===== src/rtl/idx_window_pkg.sv =====
package idx_window_pkg;

    localparam int DATA_W = 32;
    localparam int NBYTES = DATA_W / 8;

    typedef enum logic [1:0] {
        TGT_NONE,
        TGT_INDEX,
        TGT_REG,
        TGT_MEM
    } tgt_e;

    typedef enum logic [1:0] {
        ST_IDLE,
        ST_REG_WAIT,
        ST_MEM_WAIT,
        ST_REPLY
    } state_e;

    // byte mask of an access of the given size code, lane 0 based
    function automatic logic [NBYTES-1:0] size_mask(input logic [1:0] sz);
        case (sz)
            2'd0:    size_mask = 4'b0001;
            2'd1:    size_mask = 4'b0011;
            default: size_mask = 4'b1111;
        endcase
    endfunction

    // number of bytes moved by an access of the given size code
    function automatic logic [2:0] size_bytes(input logic [1:0] sz);
        case (sz)
            2'd0:    size_bytes = 3'd1;
            2'd1:    size_bytes = 3'd2;
            default: size_bytes = 3'd4;
        endcase
    endfunction

endpackage


===== src/rtl/idx_window_decode.sv =====
module idx_window_decode
    import idx_window_pkg::*;
#(
    parameter int AW         = 12,
    parameter int MEM_BYTES  = 4096,
    parameter int INDEX_ADDR = 0,
    parameter int WIN_ADDR   = 4,
    localparam int MEM_AW    = $clog2(MEM_BYTES),
    localparam int WORD_AW   = AW - 2
) (
    input  logic [AW-1:0]      host_addr,
    input  logic [1:0]         host_size,
    input  logic [31:0]        index_q,
    output tgt_e               tgt,
    output logic [1:0]         lane,
    output logic [3:0]         be,
    output logic [WORD_AW-1:0] reg_word,
    output logic [MEM_AW-1:0]  mem_addr
);

    localparam logic [WORD_AW-1:0] IDX_WORD = WORD_AW'(INDEX_ADDR >> 2);
    localparam logic [WORD_AW-1:0] WIN_WORD = WORD_AW'(WIN_ADDR >> 2);

    logic [AW-1:0] reg_byte;
    logic [31:0]   mem_limit;
    logic          in_range;
    logic          hits_window;
    logic [6:0]    be_wide;
    logic          at_index;
    logic          at_window;

    always_comb begin
        reg_byte    = index_q[AW-1:0] + AW'(host_addr[1:0]);
        mem_limit   = 32'(MEM_BYTES) - 32'(size_bytes(host_size));
        in_range    = ({1'b0, index_q[30:0]} <= mem_limit);
        hits_window = (reg_byte[AW-1:2] == WIN_WORD);
        at_index    = (host_addr[AW-1:2] == IDX_WORD);
        at_window   = (host_addr[AW-1:2] == WIN_WORD);
        reg_word    = reg_byte[AW-1:2];
        mem_addr    = index_q[MEM_AW-1:0];
        tgt         = TGT_NONE;
        lane        = host_addr[1:0];
        if (at_index) begin
            tgt = TGT_INDEX;
        end else if (at_window) begin
            if (index_q[31]) begin
                lane = 2'd0;
                if (in_range) begin
                    tgt = TGT_MEM;
                end
            end else begin
                lane = reg_byte[1:0];
                if (!hits_window) begin
                    tgt = TGT_REG;
                end
            end
        end
        be_wide = {3'b000, size_mask(host_size)} << lane;
        be      = be_wide[3:0];
    end

endmodule


===== src/rtl/idx_window_align.sv =====
module idx_window_align
    import idx_window_pkg::*;
(
    input  logic [DATA_W-1:0] wr_src,
    input  logic [DATA_W-1:0] rd_src,
    input  logic [1:0]        lane,
    input  logic [1:0]        size,
    output logic [DATA_W-1:0] wr_lane,
    output logic [DATA_W-1:0] rd_field
);

    logic [DATA_W-1:0] rd_shift;
    logic [NBYTES-1:0] keep;

    assign wr_lane  = wr_src << {lane, 3'b000};
    assign rd_shift = rd_src >> {lane, 3'b000};
    assign keep     = size_mask(size);

    for (genvar b = 0; b < NBYTES; b++) begin : g_byte
        assign rd_field[8*b +: 8] = keep[b] ? rd_shift[8*b +: 8] : 8'h00;
    end

endmodule


===== src/rtl/idx_window_ctrl.sv =====
module idx_window_ctrl
    import idx_window_pkg::*;
#(
    parameter int AW        = 12,
    parameter int MEM_BYTES = 4096,
    localparam int MEM_AW   = $clog2(MEM_BYTES),
    localparam int WORD_AW  = AW - 2
) (
    input  logic               clk,
    input  logic               rst_n,
    input  logic               host_vld,
    input  logic               host_wr,
    input  logic [1:0]         host_size,
    input  logic [31:0]        host_wdata,
    input  tgt_e               dec_tgt,
    input  logic [1:0]         dec_lane,
    input  logic [3:0]         dec_be,
    input  logic [WORD_AW-1:0] dec_word,
    input  logic [MEM_AW-1:0]  dec_maddr,
    output logic [31:0]        index_q,
    output logic               host_rdy,
    output logic               host_rsp_vld,
    output logic [31:0]        host_rdata,
    output logic               reg_vld,
    input  logic               reg_rdy,
    output logic               reg_wr,
    output logic [WORD_AW-1:0] reg_addr,
    output logic [3:0]         reg_be,
    output logic [31:0]        reg_wdata,
    input  logic [31:0]        reg_rdata,
    output logic               mem_vld,
    input  logic               mem_rdy,
    output logic               mem_wr,
    output logic [MEM_AW-1:0]  mem_addr,
    output logic [1:0]         mem_size,
    output logic [31:0]        mem_wdata,
    input  logic [31:0]        mem_rdata
);

    state_e             state_q;
    state_e             state_d;
    logic               wr_q;
    logic [1:0]         lane_q;
    logic [1:0]         size_q;
    logic [3:0]         be_q;
    logic [WORD_AW-1:0] word_q;
    logic [MEM_AW-1:0]  maddr_q;
    logic [31:0]        wdata_q;
    logic [31:0]        rsp_q;
    logic [31:0]        index_r;
    logic [31:0]        index_merge;
    logic               accept;
    logic               reg_ack;
    logic               mem_ack;

    logic [31:0]        al_wr_src;
    logic [31:0]        al_rd_src;
    logic [1:0]         al_lane;
    logic [1:0]         al_size;
    logic [31:0]        al_wr_lane;
    logic [31:0]        al_rd_field;

    // state register
    always_ff @(posedge clk or negedge rst_n) begin
        if (!rst_n) begin
            state_q <= ST_IDLE;
        end else begin
            state_q <= state_d;
        end
    end

    // next state
    always_comb begin
        state_d = state_q;
        unique case (state_q)
            ST_IDLE: begin
                if (host_vld) begin
                    case (dec_tgt)
                        TGT_REG: state_d = ST_REG_WAIT;
                        TGT_MEM: state_d = ST_MEM_WAIT;
                        default: state_d = ST_REPLY;
                    endcase
                end
            end
            ST_REG_WAIT: if (reg_rdy) state_d = ST_REPLY;
            ST_MEM_WAIT: if (mem_rdy) state_d = ST_REPLY;
            ST_REPLY:    state_d = ST_IDLE;
            default:     state_d = ST_IDLE;
        endcase
    end

    // state-decoded outputs and strobes
    always_comb begin
        host_rdy     = 1'b0;
        host_rsp_vld = 1'b0;
        reg_vld      = 1'b0;
        mem_vld      = 1'b0;
        accept       = 1'b0;
        reg_ack      = 1'b0;
        mem_ack      = 1'b0;
        unique case (state_q)
            ST_IDLE: begin
                host_rdy = 1'b1;
                accept   = host_vld;
            end
            ST_REG_WAIT: begin
                reg_vld = 1'b1;
                reg_ack = reg_rdy;
            end
            ST_MEM_WAIT: begin
                mem_vld = 1'b1;
                mem_ack = mem_rdy;
            end
            ST_REPLY: host_rsp_vld = 1'b1;
            default: ;
        endcase
    end

    // one shared aligner: request side while idle, held fields while waiting
    always_comb begin
        al_wr_src = (state_q == ST_IDLE) ? host_wdata : wdata_q;
        al_size   = (state_q == ST_IDLE) ? host_size  : size_q;
        if (state_q == ST_IDLE) begin
            al_lane = dec_lane;
        end else if (state_q == ST_MEM_WAIT) begin
            al_lane = 2'd0;
        end else begin
            al_lane = lane_q;
        end
        if (state_q == ST_REG_WAIT) begin
            al_rd_src = reg_rdata;
        end else if (state_q == ST_MEM_WAIT) begin
            al_rd_src = mem_rdata;
        end else begin
            al_rd_src = index_r;
        end
    end

    idx_window_align align_i (
        .wr_src   (al_wr_src),
        .rd_src   (al_rd_src),
        .lane     (al_lane),
        .size     (al_size),
        .wr_lane  (al_wr_lane),
        .rd_field (al_rd_field)
    );

    for (genvar b = 0; b < NBYTES; b++) begin : g_idx_byte
        assign index_merge[8*b +: 8] = dec_be[b] ? al_wr_lane[8*b +: 8] : index_r[8*b +: 8];
    end

    // request capture, index register, response data
    always_ff @(posedge clk or negedge rst_n) begin
        if (!rst_n) begin
            wr_q    <= 1'b0;
            lane_q  <= '0;
            size_q  <= '0;
            be_q    <= '0;
            word_q  <= '0;
            maddr_q <= '0;
            wdata_q <= '0;
            rsp_q   <= '0;
            index_r <= '0;
        end else begin
            if (accept) begin
                wr_q    <= host_wr;
                lane_q  <= dec_lane;
                size_q  <= host_size;
                be_q    <= dec_be;
                word_q  <= dec_word;
                maddr_q <= dec_maddr;
                wdata_q <= host_wdata;
                if (dec_tgt == TGT_INDEX) begin
                    rsp_q <= host_wr ? 32'h0 : al_rd_field;
                    if (host_wr) begin
                        index_r <= index_merge;
                    end
                end else begin
                    rsp_q <= 32'h0;
                end
            end
            if (reg_ack || mem_ack) begin
                rsp_q <= wr_q ? 32'h0 : al_rd_field;
            end
        end
    end

    assign index_q    = index_r;
    assign host_rdata = rsp_q;
    assign reg_wr     = wr_q;
    assign reg_addr   = word_q;
    assign reg_be     = be_q;
    assign reg_wdata  = al_wr_lane;
    assign mem_wr     = wr_q;
    assign mem_addr   = maddr_q;
    assign mem_size   = size_q;
    assign mem_wdata  = wdata_q;

endmodule


===== src/rtl/idx_window.sv =====
module idx_window
    import idx_window_pkg::*;
#(
    parameter int AW         = 12,
    parameter int MEM_BYTES  = 4096,
    parameter int INDEX_ADDR = 0,
    parameter int WIN_ADDR   = 4,
    localparam int MEM_AW    = $clog2(MEM_BYTES),
    localparam int WORD_AW   = AW - 2
) (
    input  logic               clk,
    input  logic               rst_n,
    input  logic               host_vld,
    output logic               host_rdy,
    input  logic               host_wr,
    input  logic [AW-1:0]      host_addr,
    input  logic [1:0]         host_size,
    input  logic [31:0]        host_wdata,
    output logic               host_rsp_vld,
    output logic [31:0]        host_rdata,
    output logic               reg_vld,
    input  logic               reg_rdy,
    output logic               reg_wr,
    output logic [WORD_AW-1:0] reg_addr,
    output logic [3:0]         reg_be,
    output logic [31:0]        reg_wdata,
    input  logic [31:0]        reg_rdata,
    output logic               mem_vld,
    input  logic               mem_rdy,
    output logic               mem_wr,
    output logic [MEM_AW-1:0]  mem_addr,
    output logic [1:0]         mem_size,
    output logic [31:0]        mem_wdata,
    input  logic [31:0]        mem_rdata
);

    tgt_e               dec_tgt;
    logic [1:0]         dec_lane;
    logic [3:0]         dec_be;
    logic [WORD_AW-1:0] dec_word;
    logic [MEM_AW-1:0]  dec_maddr;
    logic [31:0]        index_q;

    idx_window_decode #(
        .AW         (AW),
        .MEM_BYTES  (MEM_BYTES),
        .INDEX_ADDR (INDEX_ADDR),
        .WIN_ADDR   (WIN_ADDR)
    ) decode_i (
        .host_addr (host_addr),
        .host_size (host_size),
        .index_q   (index_q),
        .tgt       (dec_tgt),
        .lane      (dec_lane),
        .be        (dec_be),
        .reg_word  (dec_word),
        .mem_addr  (dec_maddr)
    );

    idx_window_ctrl #(
        .AW        (AW),
        .MEM_BYTES (MEM_BYTES)
    ) ctrl_i (
        .clk          (clk),
        .rst_n        (rst_n),
        .host_vld     (host_vld),
        .host_wr      (host_wr),
        .host_size    (host_size),
        .host_wdata   (host_wdata),
        .dec_tgt      (dec_tgt),
        .dec_lane     (dec_lane),
        .dec_be       (dec_be),
        .dec_word     (dec_word),
        .dec_maddr    (dec_maddr),
        .index_q      (index_q),
        .host_rdy     (host_rdy),
        .host_rsp_vld (host_rsp_vld),
        .host_rdata   (host_rdata),
        .reg_vld      (reg_vld),
        .reg_rdy      (reg_rdy),
        .reg_wr       (reg_wr),
        .reg_addr     (reg_addr),
        .reg_be       (reg_be),
        .reg_wdata    (reg_wdata),
        .reg_rdata    (reg_rdata),
        .mem_vld      (mem_vld),
        .mem_rdy      (mem_rdy),
        .mem_wr       (mem_wr),
        .mem_addr     (mem_addr),
        .mem_size     (mem_size),
        .mem_wdata    (mem_wdata),
        .mem_rdata    (mem_rdata)
    );

endmodule


===== config.mk =====
export PLATFORM = sky130hd
export DESIGN_NAME = idx_window
export DESIGN_NICKNAME = d
export VERILOG_FILES = /design/src/rtl/idx_window_pkg.sv /design/src/rtl/idx_window_decode.sv /design/src/rtl/idx_window_align.sv /design/src/rtl/idx_window_ctrl.sv /design/src/rtl/idx_window.sv
export SDC_FILE = /design/constraint.sdc
export NUM_CORES = 1
export LEC_CHECK = 0
export BUFFER_PORTS_ARGS = -buffer_cell sky130_fd_sc_hd__buf_2
export CAP_MARGIN = 20
export CORE_MARGIN = 2
export CORE_UTILIZATION = 48
export DETAILED_ROUTE_END_ITERATION = 7
export PLACE_DENSITY_LB_ADDON = 0.05
export SLEW_MARGIN = 0
export SYNTH_ARGS = -nofsm -noshare
export SYNTH_HDL_FRONTEND = slang
export SYNTH_SLANG_ARGS = --single-unit

===== constraint.sdc =====
create_clock -name clk -period 2.61 [get_ports clk]
set_input_delay 0.261 -clock clk [delete_from_list [all_inputs] [get_ports clk]]
set_output_delay 0.261 -clock clk [all_outputs]
set_load 0.02 [all_outputs]

=== Yosys cells after proc, flatten, opt, wreduce, memory -nomap -nowiden ===
Index checks and enable logic that the tools add are counted.

* Add/sub/neg operators: 2
* Multiply operators: 0
* Div/mod/pow operators: 0
* Magnitude comparators: 1
* Eq/ne operators: 13
* Shift operators: 3
* Mux-type cells: 38
* Bitwise operators: 0
* Reductions and logical operators: 11

{| class="wikitable"
|+ Operator list
! kind !! number
|-
| $mux 32 || 8
|-
| $le 31x32->1 || 1
|-
| $mux 8 || 4
|-
| $shl 32x5->32 || 1
|-
| $shr 32x5->32 || 1
|-
| $mux 2 || 14
|-
| $eq 10x1->1 const B || 2
|-
| $pmux 4 s2 || 2
|-
| $reduce_and 4->1 || 4
|-
| $sub 13x3->14 const A || 1
|-
| $add 12x2->12 || 1
|-
| $logic_not 10->1 || 1
|-
| $eq 2x1->1 const B || 4
|-
| $eq 2x2->1 const B || 4
|-
| $pmux 2 s4 || 1
|-
| $mux 1 || 7
|-
| $logic_not 2->1 || 3
|-
| $ne 2x2->1 const B || 3
|-
| $pmux 3 s2 || 1
|-
| $pmux 2 s2 || 1
|-
| $shl 4x2->4 || 1
|-
| $reduce_and 3->1 || 1
|-
| $reduce_bool 2->1 || 1
|-
| $logic_or 1x1->1 || 1
|}

* Register bits: 129
* Bits in latches: 0
* RAM bits: 0
* ROM bits: 0
* Bits of input ports: 116
* Output and inout bits: 130
* Logic and storage cells: 81
* Memories: 0

=== Depth between registers and ports, before layout ===
Gate-level depths: netlist (run 1).

* Depth in word-level cells: 12
* Gate-level depth with buffers: 11

=== Cells and area by module ===
A second synthesis (run 1) with hierarchy kept.

* Cell total of the unflattened synthesis: 925
* Area, all modules: 8293.0 um^2

{| class="wikitable"
|+ By module, submodules not included
! module !! instances !! cells each !! area each (um^2) !! sequential area each (um^2)
|-
| idx_window_ctrl || 1 || 661 || 6324.8 || 3228.1
|-
| idx_window_align || 1 || 157 || 1193.6 || 0.0
|-
| idx_window_decode || 1 || 107 || 774.5 || 0.0
|}

=== Least setup slack after synthesis (run 1) ===
Ideal clock, no wire load.

* Kind: register to register
* Start: register ctrl_i.state_q[0]
* End: register ctrl_i.index_r[25] (netlist: ctrl_i.index_q[25])
* Library setup time: 0.069 ns
* Data arrival time: 2.859 ns
* Slack: -0.318 ns
* Stages on the path, launching flop included: 9
* Cells stage by stage: dfrtp_1 inv_1 ha_1 buf_1 clkbuf_1 clkbuf_1 o21ai_0 o32ai_1 mux2_2

* Word-level cells in the longest chain between the ends: 4
* Elaborated cells between the ends (all ways): 8
* Classes of those cells: eq/ne (1); shift (1); mux (4); reduce/logical (2)

{| class="wikitable"
|+ Ends and longest elaborated chain
! element !! RTL line !! source
|-
| start, declared || idx_window_ctrl.sv:40 || <nowiki>state_e state_q;</nowiki>
|-
| start signal, assigned || idx_window_ctrl.sv:68 || <nowiki>state_q <= state_d;</nowiki>
|-
| $eq 2x2->1 || idx_window_ctrl.sv:125 || <nowiki>end else if (state_q == ST_MEM_WAIT) begin</nowiki>
|-
| $mux 2 || idx_window_ctrl.sv:125 ||
|-
| $mux 2 || idx_window_ctrl.sv:123 || <nowiki>if (state_q == ST_IDLE) begin</nowiki>
|-
| $shl 32x5->32 (*) || idx_window_align.sv:15 || <nowiki>assign wr_lane = wr_src << {lane, 3'b000};</nowiki>
|-
| net reg_wdata[25] || idx_window.sv:26 || <nowiki>output logic [31:0] reg_wdata,</nowiki>
|-
| end signal, assigned || idx_window_ctrl.sv:176 || <nowiki>index_r <= index_merge;</nowiki>
|-
| end, declared || idx_window_ctrl.sv:50 || <nowiki>logic [31:0] index_r;</nowiki>
|}

The timed path passes the listed nets; every way through them passes the cells marked *.
A chain may end at the register's enable or synchronous reset.

=== Final worst setup path (run 1) ===
* Start: register ctrl_i.index_r[0] (netlist: ctrl_i.index_q[0])
* End: output reg_wdata[21]

* Word-level cells in the longest chain between the ends: 6

{| class="wikitable"
|+ Ends and longest elaborated chain
! element !! RTL line !! source
|-
| $add 12x2->12 || idx_window_decode.sv:33 || <nowiki>reg_byte = index_q[AW-1:0] + AW'(host_addr[1:0]);</nowiki>
|-
| $mux 2 || idx_window_decode.sv:46 || <nowiki>if (index_q[31]) begin</nowiki>
|-
| $mux 2 || idx_window_decode.sv:45 || <nowiki>end else if (at_window) begin</nowiki>
|-
| $mux 2 || idx_window_decode.sv:43 || <nowiki>if (at_index) begin</nowiki>
|-
| $mux 2 || idx_window_ctrl.sv:123 ||
|-
| $shl 32x5->32 || idx_window_align.sv:15 ||
|-
| end, declared || idx_window.sv:26 ||
|}

No other way between the ends.

==> results.cfg, run 1 <==
[outcome]
outcome = finished with violations
violations = setup timing

[setup_path]
reg2reg_slack_ps = -40
start_kind = flip-flop
worstSetupPathType = flip-flop to output port
end_kind = output port
cp_max_fo = 17
critPathRequiredTime_ps = 2350
arrival_ps = 2660
r2r_cells = 13

[clock_network]
root_buffer = clkbuf_16
clkTransAtPathRegs_ps = 60
clock_sinks = 129
cts_buffer_depth = 2
cts_tree = yes
clock_latency_ps = 420
htreeDepth = 4
cts_buffers = 17

[power]
p_int_mw = 8.93
power_density_nw_per_um2 = 1410
p_leak_nw = 5.73
seqPwrFrac = 0.167
sw_frac_of_total = 0.468
p_comb_frac = 0.689
p_sw_mw = 7.85
ir_worst_vdd_uv = 943
pwr-share-clk = 0.144

[die]
pin_count = 246
rows = 47
fp.coreArea_um2 = 16600
die_y_um = 134
die_area_um2 = 18000
initial_core_util = 0.490
die_x_um = 134

[logic_synthesis]
syn_inst = 873
async_flop_share = 1.00
synth_top_area_cell = dfrtp_1
ys_seq_area_frac = 0.397
synth_top_area_frac = 0.397
synthFlopType = dfrtp_1
syn-cell-area_um2 = 8130
avgSynthCellArea_um2 = 9.32
synth.distinct_cells = 72
ys_warn_count = 0
synth_area_leaders = dfrtp_1 40%, mux2_2 11%, mux2i_1 8.2%
ys_seq_elements = 129
synth_edf_count = 0

[grt]
grt_overflow = 0
grt.total_usage = 0.332
antenna_found_initial = 0
grt_max_degree = 86
first_global_vias = 8091
grt_first_pass_wirelength_um = 45900

[final_layout]
fin_nets = 1344
register_area_um2 = 3230
multi_input_area_um2 = 5060
final_common_cell = buf_2
antenna_cells = 0
nFillCells = 1322
drive_above_1_share = 0.469
synthToLayoutAreaGrowth_pct = 46.5
most-common-layout-cells = 212 x buf_2, 129 x dfrtp_1, 117 x buf_4

[place]
dp_slack_ps = -178
globalplace.congestion = 0.957
place_hpwl_um = 21900
portBuffers = 245

[sta]
fin_crit_sh = 1.12
fin_crit_ps = 2920
finalHoldViolCount = 0
rsz0062_at_grt = true
slew_violations = 0
hold_ws_ps = 89.5
worst_pin_slew_ps = 620
max-slew-margin-rel = 0.575
skew_ps = 8.97
finalWorstSetupSlack_ps = -307
setup_violations = 34
fmax_ghz = 0.343

[routing]
routed_wl_um = 30300
drt_iter0_drc = 785
via_per_inst = 5.78
wl_per_cell_um = 21.0
final_antenna_net_count = 0
vias = 8363
drc = 0
drt-pass1-iter-count = 6

[min_path]
whs_path_depth = 2
hold_path_class = input pin to flip-flop

[flow_run]
max_cap_violations = 0
-- state kept, by name, summed over array words and instances, names as in the netlist --
signal             flops
ctrl_i.host_rdata     32
ctrl_i.reg_be          4
ctrl_i.mem_addr       12
ctrl_i.mem_wdata      32
ctrl_i.mem_size        2
ctrl_i.mem_wr          1
ctrl_i.reg_addr       10
ctrl_i.index_q        32
ctrl_i.state_q         2
ctrl_i.lane_q          2
-- layout make-up --
| type | count | area share |
|---|---|---|
| tap | 220 | 0.0231 |
| timing repair buffer | 383 | 0.227 |
| clock inverter | 15 | 0.0134 |
| multi-input combinational | 667 | 0.425 |
| clock buffer | 17 | 0.0357 |
| inverter | 16 | 0.00504 |
| sequential | 129 | 0.271 |
-- cells in the mapped netlist, types with 4 or more instances --
library cell and number:
dfrtp_1 129, nor2_1 115, mux2_2 79, o21ai_0 79
mux2i_1 67, nand2_1 64, a21oi_1 56, clkbuf_1 47
nor3_1 21, inv_1 16, nand3_1 15, o31ai_1 15
ha_1 13, a22o_1 12, o32ai_1 11, xnor2_1 8
buf_1 7, buf_2 6, nand4_1 6, nor2b_1 5
a311oi_1 4, and2_1 4, buf_4 4, nand2b_1 4
nor3b_1 4
-- cells by family after synthesis --
kind of cell               share of synthesized area
and+or+nand+nor                                0.161
AOI/OAI and AO/OA                              0.171
muxes                                          0.196
DFF                                            0.397
buffers and inverters                         0.0403
adders and majority gates                     0.0225
xor gates and xnor gates                      0.0118
other                                       0.000461
-- power groups by stage --
stage	clock network (mW)	registers, mW	logic [mW]
detailed placement	0	2.82	8.83
floorplan	0	3.24	4.84
CTS	2.43	2.80	10.4
finish	2.41	2.81	11.6
global route	2.53	2.86	12.1
global placement	0	2.82	8.80
-- worst max-delay path, stage by stage, from the launching register on --
cell and delay, ps:
dfrtp_1 410, ha_4 170, inv_2 40, fa_1 430, nor3b_2 170, nand4_1 130
o211a_1 200, buf_12 170, a311oi_2 300, buf_4 200
-- path summary, 6_finish.rpt --
check                                           start                     to
worst min-delay path                   host_wdata[14]   ctrl_i.mem_wdata[14]
worst max register to register      ctrl_i.index_q[0]     ctrl_i.index_q[30]
worst max-delay path                ctrl_i.index_q[0]          reg_wdata[21]
max in group asynchronous                       rst_n       ctrl_i.lane_q[1]
min in group asynchronous                       rst_n   ctrl_i.mem_wdata[25]
worst min register to register  ctrl_i.host_rdata[28]  ctrl_i.host_rdata[28]
-- per-layer routing --
metal	part of all wire	global-route usage	routed length, µm	vias up
met5	0	0	0	-
met2	0.47	0.523	14300	425
met1	0.43	0.472	13200	4023
li1	-	-	-	3861
met4	0.020	0.101	595	0
met3	0.075	0.0548	2270	54
-- per-stage QoR --
step	utilization	cell area [µm²]	setup TNS, ps	instances	total power [mW]
6_report	0.719	11900	-7740	1447	16.8
5_1_grt	0.719	11900	-12000	1447	17.5
2_1_floorplan	-	8210	0	877	8.08
4_1_cts	0.692	11500	-7400	1430	15.6
3_5_place_dp	0.626	10400	-1390	1382	11.6
3_3_place_gp	0.626	10400	-908	1382	11.6
-- timing repair --
item / 4_1_cts / 5_1_grt
pin swaps: 10 / 25
endpoints found under the hold margin: 44 / 0
cloned: 1 / 1
hold buffers: 1 / 0
gates resized for setup: 110 / 65
endpoints found under the setup margin: 32 / 81
buffers inserted: 19 / 21
Note: power is estimated with default switching activity, not from simulation.
==> run 2: changes to the inputs <==
- REMOVE_ABC_BUFFERS: unset -> 1
==> run 2 against run 1 <==
Net effect:
- the flow still finishes with violations (setup timing)
- cell area rose by 1.9%
- flip-flop and latch count did not move
- first-iteration DRC count fell by 3.1%
- clock-buffer cell count rose by 5
- critical endpoint is now reg_wdata[17]
- sequential share of layout area fell by 0.50 points
- clock skew fell by 1.2 ps
- register-to-register slack got worse by 50 ps
- final cell count rose by 0.55%
- via count rose by 2.1%
- global-route usage fell by 0.66 points
- combinational power rose by 3%
- clock power rose by 2%
==> results.cfg, run 2 (synthesis results as in run 1) <==
[routing]
drt-pass1-iter-count = 5
drt_iter0_drc = 761
wl_per_cell_um = 20.6
vias = 8541
drc = 0
via_per_inst = 5.87
routed_wl_um = 30000
final_antenna_net_count = 0

[min_path]
holdPathEnd = ctrl_i.mem_wdata[26]
hold_start = host_wdata[26]
hold_path_class = input pin to flip-flop
whs_path_depth = 2

[outcome]
violations = setup timing
outcome = finished with violations

[setup_path]
worstReg2RegEnd = ctrl_i.host_rdata[6]
r2r_start = ctrl_i.index_q[0]
start_kind = flip-flop
arrival_ps = 2700
cp_max_fo = 15
worstSetupPathType = flip-flop to output port
r2r_cells = 14
reg2reg_slack_ps = -90
critPathRequiredTime_ps = 2350
end_kind = output port

[final_layout]
fin_nets = 1352
register_area_um2 = 3230
synthToLayoutAreaGrowth_pct = 49.3
fin_util = 0.732
nFillCells = 1294
instances_no_fill = 1455
drive_above_1_share = 0.479
final_common_cell = buf_2
antenna_cells = 0
most-common-layout-cells = 213 x buf_2, 129 x dfrtp_1, 112 x buf_4
multi_input_area_um2 = 5190

[power]
power_density_nw_per_um2 = 1420
p_total_mw = 17.2
ir_worst_vdd_uv = 1130
p_leak_nw = 5.84

[clock_network]
clock_latency_ps = 420
clock_sinks = 129
cts_buffer_depth = 2
cts_buffers = 17
htreeDepth = 4
clkTransAtPathRegs_ps = 60
cts_tree = yes
root_buffer = clkbuf_16

[place]
dp_slack_ps = -227
globalplace.congestion = 0.910
post-place-cells = 1377
place_hpwl_um = 21600
portBuffers = 245

[sta]
finalHoldViolCount = 0
fmax_ghz = 0.337
setup_violations = 40
fin_crit_ps = 2960
max-slew-margin-rel = 0.503
rsz0062_at_grt = true
finalWorstSetupSlack_ps = -354
skew_ps = 7.76
slew_violations = 0
worst_pin_slew_ps = 746
setup_tns_ps = -8810
fin_crit_sh = 1.14

[grt]
antenna_found_initial = 0
first_global_vias = 8031
grt_max_degree = 77
grt_overflow = 0
grt.total_usage = 0.326
grt_first_pass_wirelength_um = 44900

[die]
initial_core_util = 0.490
pin_count = 246
fp.coreArea_um2 = 16600
die_x_um = 134
die_y_um = 134
rows = 47
die_area_um2 = 18000

[flow_run]
max_cap_violations = 0
## run 2: cell types whose count changed in the layout (fill, tap and decap cells not counted), moves of 3 or more
| cell | previous run | this run |
|---|---|---|
| buf_4 | 117 | 112 |
| mux2_4 | 5 | 15 |
| o31ai_1 | 14 | 11 |
| clkbuf_1 | 0 | 3 |
| mux2_2 | 75 | 65 |
| buf_6 | 34 | 48 |
| o32ai_1 | 7 | 3 |
| o32ai_2 | 4 | 7 |
## run 2: power by group
| group | switching (mW) | total (mW) | leakage [nW] | internal, mW |
|---|---|---|---|---|
| Sequential | 0.364 | 2.80 | 1.71 | 2.44 |
| Clock | 0.903 | 2.45 | 0.290 | 1.55 |
| Combinational | 6.51 | 12.0 | 3.84 | 5.47 |
| Total | 7.78 | 17.2 | 5.84 | 9.46 |
## run 2: area by class of cell
| type | instances | share of cell area |
|---|---|---|
| Multi-Input combinational cell | 668 | 0.427 |
| Sequential cell | 129 | 0.266 |
| Timing Repair Buffer | 390 | 0.230 |
| Clock buffer | 22 | 0.0382 |
| Tap cell | 220 | 0.0227 |
| Clock inverter | 10 | 0.0110 |
| Inverter | 16 | 0.00525 |
## run 2: worst max-delay path by stage
stage | start | to | slack (ps)
after global placement | ctrl_i.state_q[0] | reg_wdata[27] | -230
after floorplan | ctrl_i.state_q[0] | ctrl_i.mem_addr[0] | -2140
after CTS | ctrl_i.index_q[0] | reg_wdata[25] | -330
after global routing | ctrl_i.index_q[0] | reg_wdata[17] | -470
after detailed placement | ctrl_i.state_q[0] | reg_wdata[27] | -230
final | ctrl_i.index_q[0] | reg_wdata[17] | -350
## run 2: stage by stage
step	instance area [µm²]	hold WS, ps
3_3_place_gp	10300	364
3_5_place_dp	10300	365
2_1_floorplan	7880	-34.6
4_1_cts	11700	79.6
6_report	12100	91.3
5_1_grt	12100	89.0
## run 2: timing repair
item | in CTS | in global routing
endpoints found under the hold margin | 51 | 0
setup buffers | 39 | 17
pin swaps | 16 | 28
resized for setup | 122 | 89
hold buffers | 1 | 0
gates cloned | 2 | 1
setup endpoints to repair | 43 | 72
## run 2: routing by layer
metal  global-route usage  up-vias  wire, µm
met1                0.454     4149     13000
li1                     -     3882         -
met5                    0        -         0
met4                0.140        0       990
met3               0.0601       71      2330
met2                0.497      439     13700
## run 2: worst max-delay path, cell delays in order, from the launching register on
cell and delay, ps:
dfrtp_1 410, ha_4 170, inv_2 40, fa_1 440
nor3b_2 180, nand4_1 130, o211a_1 200, buf_12 160
a311oi_2 250, buf_4 180, buf_6 110
==> run 3: changes to the inputs <==
- CORE_MARGIN: 2 -> 4
- CORE_UTILIZATION: 48 -> 49
- CTS_BUF_LIST: unset -> sky130_fd_sc_hd__clkbuf_8
==> run 3 against run 2 <==
Net effect:
- the run still ends with setup timing left
- largest power group unchanged
- die area up 4.0%
- non-clock buffer count unchanged
- maximum frequency down 5.8%
- flip-flop and latch count unchanged
- register-to-register slack worse by 210 ps
- critical path depth up 2
- worst setup slack worse by 180 ps
- via count down 0.34%
- sequential share of layout area up 0.096 points
- cell area down 0.36%
- critical endpoint is now reg_wdata[18]
- final cell count down 0.27%
==> results.cfg, run 3 (synthesis results as in run 1) <==
[outcome]
outcome = finished with violations
violations = setup timing

[setup_path]
critPathRequiredTime_ps = 2350
start_kind = flip-flop
crit_chain = ha_4, inv_2, fa_1, nor3b_2, nand4_1, o211a_4, buf_4, buf_6, o21ai_2, a21oi_2, nor2_1, buf_4
crit_path_start = ctrl_i.index_q[0]
crit_slowest_cell = fa_1
cp_max_fo = 5
worstSetupPathType = flip-flop to output port
slowest_delay_ps = 430
crit_top_cell = buf_4
end_kind = output port
r2r_start = ctrl_i.index_q[0]
arrival_ps = 2890

[grt]
grt_first_pass_wirelength_um = 45500
antenna_found_initial = 0
grt_overflow = 0
first_global_vias = 8283
grt.total_usage = 0.320
grt_max_degree = 67

[clock_network]
clock_latency_ps = 460
htreeDepth = 4
cts_buffer_depth = 2
cts_tree = yes
root_buffer = clkbuf_8
cts_buffers = 17
clock_sinks = 129
clkTransAtPathRegs_ps = 80

[power]
sw_frac_of_total = 0.468
p_sw_mw = 8.14
p_comb_frac = 0.730
pwr-share-clk = 0.109
ir_worst_vdd_uv = 1070
seqPwrFrac = 0.161
p_int_mw = 9.25
power_density_nw_per_um2 = 1440
p_leak_nw = 5.76

[sta]
slew_violations = 0
fmax_ghz = 0.318
hold_ws_ps = 42.4
finalWorstSetupSlack_ps = -536
rsz0062_at_grt = true
setup_violations = 54
setup_tns_ps = -15310
max-slew-margin-rel = 0.529
finalHoldViolCount = 0
worst_pin_slew_ps = 705
fin_crit_sh = 1.21
fin_crit_ps = 3150
skew_ps = 9.82

[final_layout]
synthToLayoutAreaGrowth_pct = 48.8
drive_above_1_share = 0.493
final_common_cell = buf_2
stdcell_area_um2 = 12100
register_area_um2 = 3230
nFillCells = 1213
antenna_cells = 0
multi_input_area_um2 = 5340
fin_util = 0.754
most-common-layout-cells = 212 x buf_2, 129 x dfrtp_1, 103 x buf_4
fin_nets = 1353

[place]
dpl-instance-area_um2 = 10300
globalplace.congestion = 0.901
portBuffers = 245
place_hpwl_um = 21900

[die]
die_area_um2 = 18700
pin_count = 246
fp.coreArea_um2 = 16100
die_y_um = 137
die_x_um = 137
rows = 46
initial_core_util = 0.507

[routing]
wl_per_cell_um = 21.3
drc = 0
via_per_inst = 5.87
routed_wl_um = 30900
drt_iter0_drc = 606
final_antenna_net_count = 0
vias = 8512
drt-pass1-iter-count = 6

[min_path]
hold_start = host_wdata[26]
hold_path_class = input pin to flip-flop

[flow_run]
max_cap_violations = 0
==> run 3: repair_timing <==
item,CTS,global route
endpoints found under the setup margin,50,72
gates resized for setup,125,147
gates cloned,2,1
hold endpoints to repair,41,0
setup buffers,19,30
hold buffers,1,0
pin swaps,16,48
==> run 3: power groups by stage <==
stage | Combinational (mW) | Clock (mW) | Sequential, mW
floorplan | 4.51 | 0 | 3.25
global placement | 8.77 | 0 | 2.81
detailed placement | 8.80 | 0 | 2.82
CTS | 10.6 | 1.91 | 2.79
global route | 13.4 | 2.01 | 2.87
finish | 12.7 | 1.90 | 2.81
==> run 3: worst max-delay path: cells and delay by family (launching register included) <==
kind	cells	cell delay, ps
buffers and inverters	4	480
AOI/OAI and AO/OA	3	350
DFF	1	420
and+or+nand+nor	3	550
adders and majority gates	2	610
==> run 3: worst paths after layout <==
| kind | cells after the start | slack [ps] | endpoint |
|---|---|---|---|
| min in group asynchronous | 2 | 340 | ctrl_i.mem_addr[8] |
| worst min-delay path | 2 | 40 | ctrl_i.mem_wdata[26] |
| worst min register to register | 2 | 480 | ctrl_i.reg_be[1] |
| max in group asynchronous | 3 | 1600 | ctrl_i.mem_wdata[22] |
| worst max-delay path | 12 | -540 | reg_wdata[18] |
| worst max register to register | 15 | -300 | ctrl_i.host_rdata[3] |
==> run 3: area by class of cell <==
cell class,count,share of cell area
Tap cell,216,0.0223
Clock buffer,17,0.0193
Clock inverter,14,0.0158
Multi-Input combinational cell,669,0.441
Inverter,16,0.00496
Sequential cell,129,0.267
Timing Repair Buffer,390,0.230
==> run 3: routing by layer <==
layer,GRT usage,wire (µm),vias up
li1,-,-,3892
met2,0.495,14200,461
met3,0.0592,2700,99
met1,0.435,12700,4060
met5,0,0,-
met4,0.155,1290,0
==> run 3: through the flow <==
stage,total power [mW],setup slack [ps],cells
3_3_place_gp,11.6,-146,1374
3_5_place_dp,11.6,-211,1374
5_1_grt,18.2,-603,1451
6_report,17.4,-536,1451
2_1_floorplan,7.76,-2140,812
4_1_cts,15.3,-463,1427
